### src/rtl/xu_pkg.sv
package xu_pkg;

    localparam int OPC_W = 6;

    localparam logic [OPC_W-1:0] OPC_CLR   = 6'b000001;
    localparam logic [OPC_W-1:0] OPC_DEC   = 6'b000011;
    localparam logic [OPC_W-1:0] OPC_IOR   = 6'b000100;
    localparam logic [OPC_W-1:0] OPC_AND   = 6'b000101;
    localparam logic [OPC_W-1:0] OPC_ADD   = 6'b000111;
    localparam logic [OPC_W-1:0] OPC_MOV   = 6'b001000;
    localparam logic [OPC_W-1:0] OPC_COM   = 6'b001001;
    localparam logic [OPC_W-1:0] OPC_INC   = 6'b001010;
    localparam logic [OPC_W-1:0] OPC_DECSZ = 6'b001011;
    localparam logic [OPC_W-1:0] OPC_INCSZ = 6'b001111;

    typedef enum logic [3:0] {
        K_ADD, K_AND, K_IOR, K_COM, K_DEC, K_INC,
        K_MOV, K_DECSZ, K_INCSZ, K_CLR, K_BAD
    } op_kind_e;

    typedef enum logic [1:0] {
        ST_IDLE, ST_EXEC, ST_SKIP
    } xu_state_e;

endpackage

### src/rtl/xu_decode.sv
module xu_decode
    import xu_pkg::*;
#(
    parameter int ADDR_W = 7
) (
    input  logic [OPC_W+ADDR_W:0] instr,
    output op_kind_e              kind,
    output logic                  to_file,
    output logic [ADDR_W-1:0]     addr
);
    localparam int D_BIT = ADDR_W;

    logic [OPC_W-1:0] opc;
    assign opc  = instr[OPC_W+ADDR_W:ADDR_W+1];
    assign addr = instr[ADDR_W-1:0];

    always_comb begin
        unique case (opc)
            OPC_ADD:   kind = K_ADD;
            OPC_AND:   kind = K_AND;
            OPC_IOR:   kind = K_IOR;
            OPC_COM:   kind = K_COM;
            OPC_DEC:   kind = K_DEC;
            OPC_INC:   kind = K_INC;
            OPC_MOV:   kind = K_MOV;
            OPC_DECSZ: kind = K_DECSZ;
            OPC_INCSZ: kind = K_INCSZ;
            OPC_CLR:   kind = K_CLR;
            default:   kind = K_BAD;
        endcase
    end

    // The clear opcode uses the same bit for f/W choice as the d field.
    assign to_file = instr[D_BIT];

endmodule

### src/rtl/xu_alu.sv
module xu_alu
    import xu_pkg::*;
#(
    parameter int DATA_W = 8,
    parameter int DC_BIT = 3
) (
    input  op_kind_e          kind,
    input  logic [DATA_W-1:0] w,
    input  logic [DATA_W-1:0] f,
    output logic [DATA_W-1:0] res,
    output logic              carry,
    output logic              dcarry,
    output logic              is_zero
);
    localparam int LOW_W = DC_BIT + 1;

    logic [DATA_W:0] sum;
    logic [LOW_W:0]  low_sum;

    assign sum     = {1'b0, w} + {1'b0, f};
    assign low_sum = {1'b0, w[DC_BIT:0]} + {1'b0, f[DC_BIT:0]};
    assign carry   = sum[DATA_W];
    assign dcarry  = low_sum[LOW_W];

    always_comb begin
        unique case (kind)
            K_ADD:            res = sum[DATA_W-1:0];
            K_AND:            res = w & f;
            K_IOR:            res = w | f;
            K_COM:            res = ~f;
            K_DEC, K_DECSZ:   res = f - 1'b1;
            K_INC, K_INCSZ:   res = f + 1'b1;
            K_MOV:            res = f;
            K_CLR, K_BAD:     res = '0;
            default:          res = '0;
        endcase
    end

    assign is_zero = (res == '0);

endmodule

### src/rtl/xu_exec.sv
module xu_exec
    import xu_pkg::*;
#(
    parameter int DATA_W = 8,
    parameter int ADDR_W = 7,
    parameter int DC_BIT = 3
) (
    input  logic                  clk,
    input  logic                  rst_n,
    input  logic                  issue,
    input  logic [OPC_W+ADDR_W:0] instr,
    input  logic [DATA_W-1:0]     w_in,
    input  logic [DATA_W-1:0]     f_in,
    output logic                  ready,
    output logic                  done,
    output logic [DATA_W-1:0]     result,
    output logic [ADDR_W-1:0]     f_addr,
    output logic                  wr_w,
    output logic                  wr_f,
    output logic                  z_we,
    output logic                  z,
    output logic                  c_we,
    output logic                  c,
    output logic                  dc_we,
    output logic                  dc,
    output logic                  skip,
    output logic [1:0]            cycles,
    output logic                  illegal
);
    op_kind_e          kind;
    logic              to_file;
    logic [ADDR_W-1:0] addr;
    logic [DATA_W-1:0] res;
    logic              carry, dcarry, is_zero;

    xu_decode #(.ADDR_W(ADDR_W)) u_dec (
        .instr   (instr),
        .kind    (kind),
        .to_file (to_file),
        .addr    (addr)
    );

    xu_alu #(.DATA_W(DATA_W), .DC_BIT(DC_BIT)) u_alu (
        .kind    (kind),
        .w       (w_in),
        .f       (f_in),
        .res     (res),
        .carry   (carry),
        .dcarry  (dcarry),
        .is_zero (is_zero)
    );

    // Next-cycle values derived from the decoded kind
    logic bad_n, zwe_n, cwe_n, skip_n;
    assign bad_n  = (kind == K_BAD);
    assign zwe_n  = !bad_n && (kind != K_DECSZ) && (kind != K_INCSZ);
    assign cwe_n  = (kind == K_ADD);
    assign skip_n = ((kind == K_DECSZ) || (kind == K_INCSZ)) && is_zero;

    xu_state_e state_q, state_n;
    logic      accept;

    logic [DATA_W-1:0] res_q;
    logic [ADDR_W-1:0] addr_q;
    logic wrw_q, wrf_q, zwe_q, z_q, cwe_q, c_q, dc_q, skip_q, bad_q;

    assign ready  = (state_q != ST_EXEC) || !skip_q;
    assign accept = issue && ready;

    // State register
    always_ff @(posedge clk or negedge rst_n) begin
        if (!rst_n) state_q <= ST_IDLE;
        else        state_q <= state_n;
    end

    // Transitions
    always_comb begin
        state_n = state_q;
        unique case (state_q)
            ST_IDLE: state_n = accept ? ST_EXEC : ST_IDLE;
            ST_EXEC: begin
                if (skip_q)      state_n = ST_SKIP;
                else if (accept) state_n = ST_EXEC;
                else             state_n = ST_IDLE;
            end
            ST_SKIP: state_n = accept ? ST_EXEC : ST_IDLE;
            default: state_n = ST_IDLE;
        endcase
    end

    // Capture of results on an accepted issue
    always_ff @(posedge clk or negedge rst_n) begin
        if (!rst_n) begin
            res_q  <= '0;
            addr_q <= '0;
            wrw_q  <= 1'b0;
            wrf_q  <= 1'b0;
            zwe_q  <= 1'b0;
            z_q    <= 1'b0;
            cwe_q  <= 1'b0;
            c_q    <= 1'b0;
            dc_q   <= 1'b0;
            skip_q <= 1'b0;
            bad_q  <= 1'b0;
        end else if (accept) begin
            res_q  <= res;
            addr_q <= addr;
            wrw_q  <= !bad_n && !to_file;
            wrf_q  <= !bad_n && to_file;
            zwe_q  <= zwe_n;
            z_q    <= zwe_n && is_zero;
            cwe_q  <= cwe_n;
            c_q    <= cwe_n && carry;
            dc_q   <= cwe_n && dcarry;
            skip_q <= skip_n;
            bad_q  <= bad_n;
        end
    end

    // Outputs, qualified by the execute state
    always_comb begin
        done    = 1'b0;
        result  = '0;
        f_addr  = '0;
        wr_w    = 1'b0;
        wr_f    = 1'b0;
        z_we    = 1'b0;
        z       = 1'b0;
        c_we    = 1'b0;
        c       = 1'b0;
        dc_we   = 1'b0;
        dc      = 1'b0;
        skip    = 1'b0;
        cycles  = 2'd0;
        illegal = 1'b0;
        unique case (state_q)
            ST_EXEC: begin
                done    = 1'b1;
                result  = res_q;
                f_addr  = addr_q;
                wr_w    = wrw_q;
                wr_f    = wrf_q;
                z_we    = zwe_q;
                z       = z_q;
                c_we    = cwe_q;
                c       = c_q;
                dc_we   = cwe_q;
                dc      = dc_q;
                skip    = skip_q;
                cycles  = skip_q ? 2'd2 : 2'd1;
                illegal = bad_q;
            end
            ST_IDLE, ST_SKIP: ;
            default: ;
        endcase
    end

endmodule

### config.mk
export PLATFORM = sky130hd
export DESIGN_NAME = xu_exec
export DESIGN_NICKNAME = d
export VERILOG_FILES = /design/src/rtl/xu_pkg.sv /design/src/rtl/xu_decode.sv /design/src/rtl/xu_alu.sv /design/src/rtl/xu_exec.sv
export SDC_FILE = /design/constraint.sdc
export NUM_CORES = 1
export LEC_CHECK = 0
export BUFFER_PORTS_ARGS = -buffer_cell sky130_fd_sc_hd__buf_2
export CORE_MARGIN = 5
export CORE_UTILIZATION = 45
export DETAILED_ROUTE_END_ITERATION = 12
export HOLD_SLACK_MARGIN = 0.05
export PLACE_DENSITY = 0.82
export SLEW_MARGIN = 15
export SYNTH_ARGS = -nofsm -noshare
export SYNTH_HDL_FRONTEND = slang
export SYNTH_SLANG_ARGS = --single-unit
### constraint.sdc
create_clock -name clk -period 1.74 [get_ports clk]
set_input_delay 0.261 -clock clk [delete_from_list [all_inputs] [get_ports clk]]
set_output_delay 0.261 -clock clk [all_outputs]
set_load 0.005 [all_outputs]
[Yosys cells after proc, flatten, opt, wreduce, memory -nomap -nowiden]
Memory sizes are Yosys's and may differ from the RTL's.
Cells that the tools add are included.
Storage, ports and cells
  bits in registers: 26
  ROM bits: 64
  output and inout port bits: 29
  memories kept: 1
Memories
  (name not given): depth 16, width 4, read ports 1, clocked after Yosys merged registers in 0, wr ports 0, line xu_decode.sv:18  | unique case (opc)
Operators by class
  add/subtract/negate cells: 4
  equality and inequality tests: 14
  mux-type cells: 19
  bitwise logic cells: 3
  reduce and logical (&&, ||, !) cells: 21
Operators with widths (count)
  8-bit case mux with 7 select lines: 1
  4-bit by 3-bit == test with 1-bit output (second input constant): 4
  1-bit 2-to-1 mux: 11
  8-bit by 8-bit adder with 9-bit output: 1
  1-bit logical AND: 9
  8-bit by 1-bit adder with 8-bit output (second input constant): 1
  8-bit bitwise AND: 1
  4-bit by 2-bit == test with 1-bit output (second input constant): 2
  4-bit == test (second input constant): 2
  8-bit logical NOT: 1
  8-bit 2-to-1 mux: 1
  8-bit NOT: 1
  8-bit OR: 1
  8-bit by 1-bit subtractor with 8-bit output (second input constant): 1
  7-bit 2-to-1 mux: 1
  2-bit 2-to-1 mux: 3
  2-bit OR reduction: 3
  4-bit by 4-bit adder with 5-bit output: 1
  4-bit by 1-bit == test with 1-bit output (second input constant): 1
  2-bit logical NOT: 2
  4-bit logical NOT: 1
  4-bit 2-to-1 mux: 1
  4-bit by 3-bit inequality test with 1-bit output (second input constant): 1
  4-bit inequality test (second input constant): 1
  6 further kinds: 9

[Depth between registers and ports, before layout]
  depth after elaboration: 7
  depth in mapped cells: 11
  depth with buffers taken out: 10

[Modules after synthesis]
A second synthesis with hierarchy kept.
Unflattened totals
  cells, all modules: 304
  area total of the unflattened synthesis: 2685.1 µm²
Modules (own cells, without submodules)
  xu_alu: instances 1, cells an instance 187, area each 1282.5 µm², seq. area each 0.0 µm²
  xu_exec: instances 1, cells an instance 97, area each 1243.7 µm², seq. area each 650.6 µm²
  xu_decode: instances 1, cells an instance 20, area each 158.9 µm², seq. area each 0.0 µm²

[Least setup slack after synthesis]
OpenSTA, ideal clock, no wires.
  path type: in2reg
  start: in instr[9]
  end: reg z_q
  library setup time: 0.066 ns
  arrival: 2.709 ns
  required time: 1.674 ns
  setup slack: -1.035 ns
  stages: 11
  path buffers: 1
  path through: clkbuf_4 nor4bb_1 nand2_1 fa_1 a211oi_1 o21bai_1 a21oi_1 xnor2_1 a211o_1 nor4_2 a32o_2
Between the ends
  longest elaborated chain between the ends: 7
  elaborated cells on any way between the ends: 22
Ends and longest elaborated chain
  start: declaration: line xu_exec.sv:11  | input logic [OPC_W+ADDR_W:0] instr,
  memory read 16 x 4 bit *
  4-bit 2-to-1 mux *: line xu_decode.sv:18
  4-bit == test, or another cell as far along: line xu_alu.sv:26  | unique case (kind)
  2-bit OR reduction or 1-bit logical NOT (tied branches): line xu_alu.sv:26, xu_exec.sv:56
  8-bit case mux with 7 select lines or 1-bit logical AND (tied branches): line xu_alu.sv:26, xu_exec.sv:56
  8-bit logical NOT or 1-bit logical AND (tied branches): line xu_alu.sv:39, xu_exec.sv:56
  1-bit logical AND *: line xu_exec.sv:111  | z_q <= zwe_n && is_zero;
  end signal: assignment: line xu_exec.sv:111
  end: declaration: line xu_exec.sv:65  | logic wrw_q, wrf_q, zwe_q, z_q, cwe_q, c_q, dc_q, skip_q, bad_q;
Mark *: on every way between the ends. The rest lies on a longest branch, timed or not.
A chain may end at the register's enable or synchronous reset.

[Worst setup path in the final report]
  start: in instr[12]
  end: reg z_q
Between the ends
  longest elaborated chain between the ends: 7
  elaborated cells on any way between the ends: 22
Ends and longest elaborated chain (line)
  2-bit logical NOT *: xu_decode.sv:18
  4-bit 2-to-1 mux *: xu_decode.sv:18
  4-bit == test, or another cell as far along: xu_alu.sv:26
  2-bit OR reduction or 1-bit logical NOT (tied branches): xu_alu.sv:26, xu_exec.sv:56
  8-bit case mux with 7 select lines or 1-bit logical AND (tied branches): xu_alu.sv:26, xu_exec.sv:56
  8-bit logical NOT or 1-bit logical AND (tied branches): xu_alu.sv:39, xu_exec.sv:56
  1-bit logical AND *: xu_exec.sv:111
Marked as above.

==> run_results.csv <==
group,metric,value,unit
routing,via_per_inst,5.20,
pwr,p_per_area,466,nW/um2
pwr,p_comb_share,40.2,%
routing,avgRoutedWirePerCell,14.1,um
clock_network,ctsRootBufferMaster,"clkbuf_8",
synth,syn-instance-count,268,
synth,async_flop_share,100,%
clock_network,htree_num_levels,1,
run_status,violations,"setup timing",
clock_network,cts_sinks,26,
pwr,power_leakage,0.00182,uW
routing,drt-initial-drc-count,114,
routing,firstDrtPassIters,4,
synth,ys_seq_area_share,27.4,%
global_routing,grt_start_max_net_pins,30,
pwr,power_frac_seq,40.4,%
finish,final_core_util,68.9,%
synth,yosysTopAreaCellShare,27.4,%
synth,ys_ff_latch,26,
finish,instances_no_fill,464,
synth,yosys_warnings,0,
timing,rsz0062_at_grt,"true",
clock_network,clkTransAtPathRegs,0.08,ns
clock_network,cts_buffer_depth,2,
synth,syn_avg_cell_area,8.86,um2
timing,setup_viol,8,
pwr,switching_power,486,uW
finish,area_delta_synth_final,48.3,%
setup_path,criticalPathCategory,"input pin to flip-flop",
floorplanning,ios,62,
timing,slew_headroom,63.5,%
timing,finalCritPeriodShare,142,%
routing,num_vias,2415,
pwr,total_power,1640,uW
routing,drc,0,
setup_path,crit_fanout,5,
synth,yosys.area.top_type,"dfrtp_1",
placed_design,gp_congestion,0.912,
worst_hold_path,hp-class,"input pin to flip-flop",
timing,fin_crit,2.47,ns
routing,wl,6.53,mm
finish,drive_gt1_share,46.7,%
synth,synth_common_cells,"26 x dfrtp_1, 25 x and2_1, 23 x nand2_1",
floorplanning,core_area,5110,um2
setup_path,crit_path_end_kind,"flip-flop",
clock_network,cts_tree,"yes",
global_routing,overflow,0,
routing,drtAntennaViolNets,0,
synth,synth.distinct_cells,61,
timing,drv_slew,0,
global_routing,antenna_found_initial,0,
pwr,ir_drop,0.264,mV
timing,fin_ws,-0.728,ns
setup_path,arrival,2.67,ns
finish,diodes,0,
global_routing,grtUsageTotal,18.7,%
pwr,intPower,1150,uW
run_status,status,"finished with violations",
pwr,clkPwrFrac,19.3,%
timing,final_hold_viol_count,0,
synth,synth.cell_area,2370,um2
synth,synthesis.nets,325,
placed_design,dp_cells,453,
floorplanning,die_w,82.6,um
timing,max_freq,405,MHz
pwr,p_sw_share,29.6,%
clock_network,worstSkewPairLatency,0.26,ns
setup_path,required,1.94,ns
finish,final_nets,453,
global_routing,grt_pass1_wl,10.1,mm
synth,synthFlopType,"dfrtp_1",
run,cap_viol_max_count,0,
floorplanning,dieArea,6830,um2
placed_design,dp.final_hpwl,5.13,mm
placed_design,io_buffers,61,
clock_network,cts_buffers,3,
floorplanning,initial_utilization,46.5,%
setup_path,start_kind,"input pin",
synth,yosysMostFrequentCell,"dfrtp_1",
floorplanning,rows,26,
synth,synth_edf_count,0,
floorplanning,fp.dieH,82.6,um
synth,synth_area_leaders,"dfrtp_1 27%, ha_1 12%, and2_1 6.6%, mux2_2 4.7%, nand2_1 3.6%",
timing,worstMarginPinSlew,0.548,ns
timing,skew,0.00178,ns
global_routing,first_global_vias,2235,
[cell usage in the layout, fill, tap and decap left out, drive strengths merged, types with 3 or more instances in the layout]
cell type	count
buf	135
dfrtp	26
and2	25
nand2	23
ha	22
inv	21
o21ai	19
nor2	12
mux2	11
a21oi	9
xnor2	8
and3	7
a211oi	5
nor3b	5
nand3	4
a21o	4
a22o	3
nor3	3
mux2i	3
o211ai	3
xor2	3
clkbuf	3
nor2b	3
nand2b	3
a221o	3
[registers in the layout (all words and copies together) (netlist names)]
register	cells
res_q	8
addr_q	7
state_q	2
bad_q	1
c_q	1
cwe_q	1
dc_q	1
skip_q	1
wrf_q	1
wrw_q	1
z_q	1
zwe_q	1
[power groups by stage]
stage                     Clock [uW]  Combinational [uW]  Sequential, uW
after floorplan                    0                 331             668
after global placement             0                 578             671
after detailed placement           0                 594             674
after CTS                        329                 623             662
after global routing             353                 725             667
final                            317                 659             663
[metrics by stage]
stage	setup WS [ns]	hold WS (ns)	TNS, ns	instance area (um2)
3_5_place_dp	-0.966	0.279	-7.22	3260
4_1_cts	-0.641	0.205	-3.24	3410
6_report	-0.728	0.211	-4.18	3520
2_1_floorplan	-0.810	-0.0346	-4.35	2470
5_1_grt	-0.804	0.207	-4.87	3520
3_3_place_gp	-0.931	0.277	-6.71	3260
[area by class of cell]
type	instances	area, um2
Multi-Input combinational cell	208	1750
Fill cell	401	1590
Timing Repair Buffer	136	913
Sequential cell	26	651
Tap cell	70	87.6
Inverter	21	78.8
Clock buffer	3	41.3
[worst paths after layout]
check                                              to  cells after the start  slack, ns                 start
max in group asynchronous       addr_q[2]$_DFFE_PN0P_                      2       0.86                 rst_n
worst max-delay path                  z_q$_DFFE_PN0P_                     12      -0.73             instr[12]
worst min register to register      zwe_q$_DFFE_PN0P_                      1       0.48     zwe_q$_DFFE_PN0P_
worst max register to register  addr_q[5]$_DFFE_PN0P_                      5       0.10  state_q[1]$_DFF_PN0_
min in group asynchronous           bad_q$_DFFE_PN0P_                      2       0.52                 rst_n
worst min-delay path                wrw_q$_DFFE_PN0P_                      2       0.21              instr[7]
[cells by family after synthesis]
group	share of synthesized area (%)
simple gates	23.8
xor+xnor	4.06
flops	27.4
buf+inv	6.64
mux	6.48
fa+ha+maj	13.8
compound gates	17.9
[repair_timing]
action                                 CTS  global route
setup endpoints to repair               10            14
pin swaps                               19             8
resized for setup                       14            13
buffers inserted                         3             4
hold buffers                             1             0
endpoints found under the hold margin   26             0
[worst max-delay path, cell delays in order]
cell,delay (ns)
buf_6,0.10
nor4bb_4,0.32
nand2_4,0.13
buf_6,0.15
ha_4,0.23
a211oi_2,0.27
buf_4,0.16
nor2_2,0.03
xor2_1,0.14
a221o_2,0.38
nor4_4,0.29
a32o_2,0.20
[routing by layer]
layer / vias to the layer above / part of all wire [%] / track usage (%)
met5: - / 0 / 0
li1: 1201 / - / -
met2: 74 / 48 / 32.1
met3: 8 / 5.2 / 1.19
met1: 1132 / 46 / 25.2
met4: 0 / 1.2 / 5.56
Power figures use the tool's default switching activity.
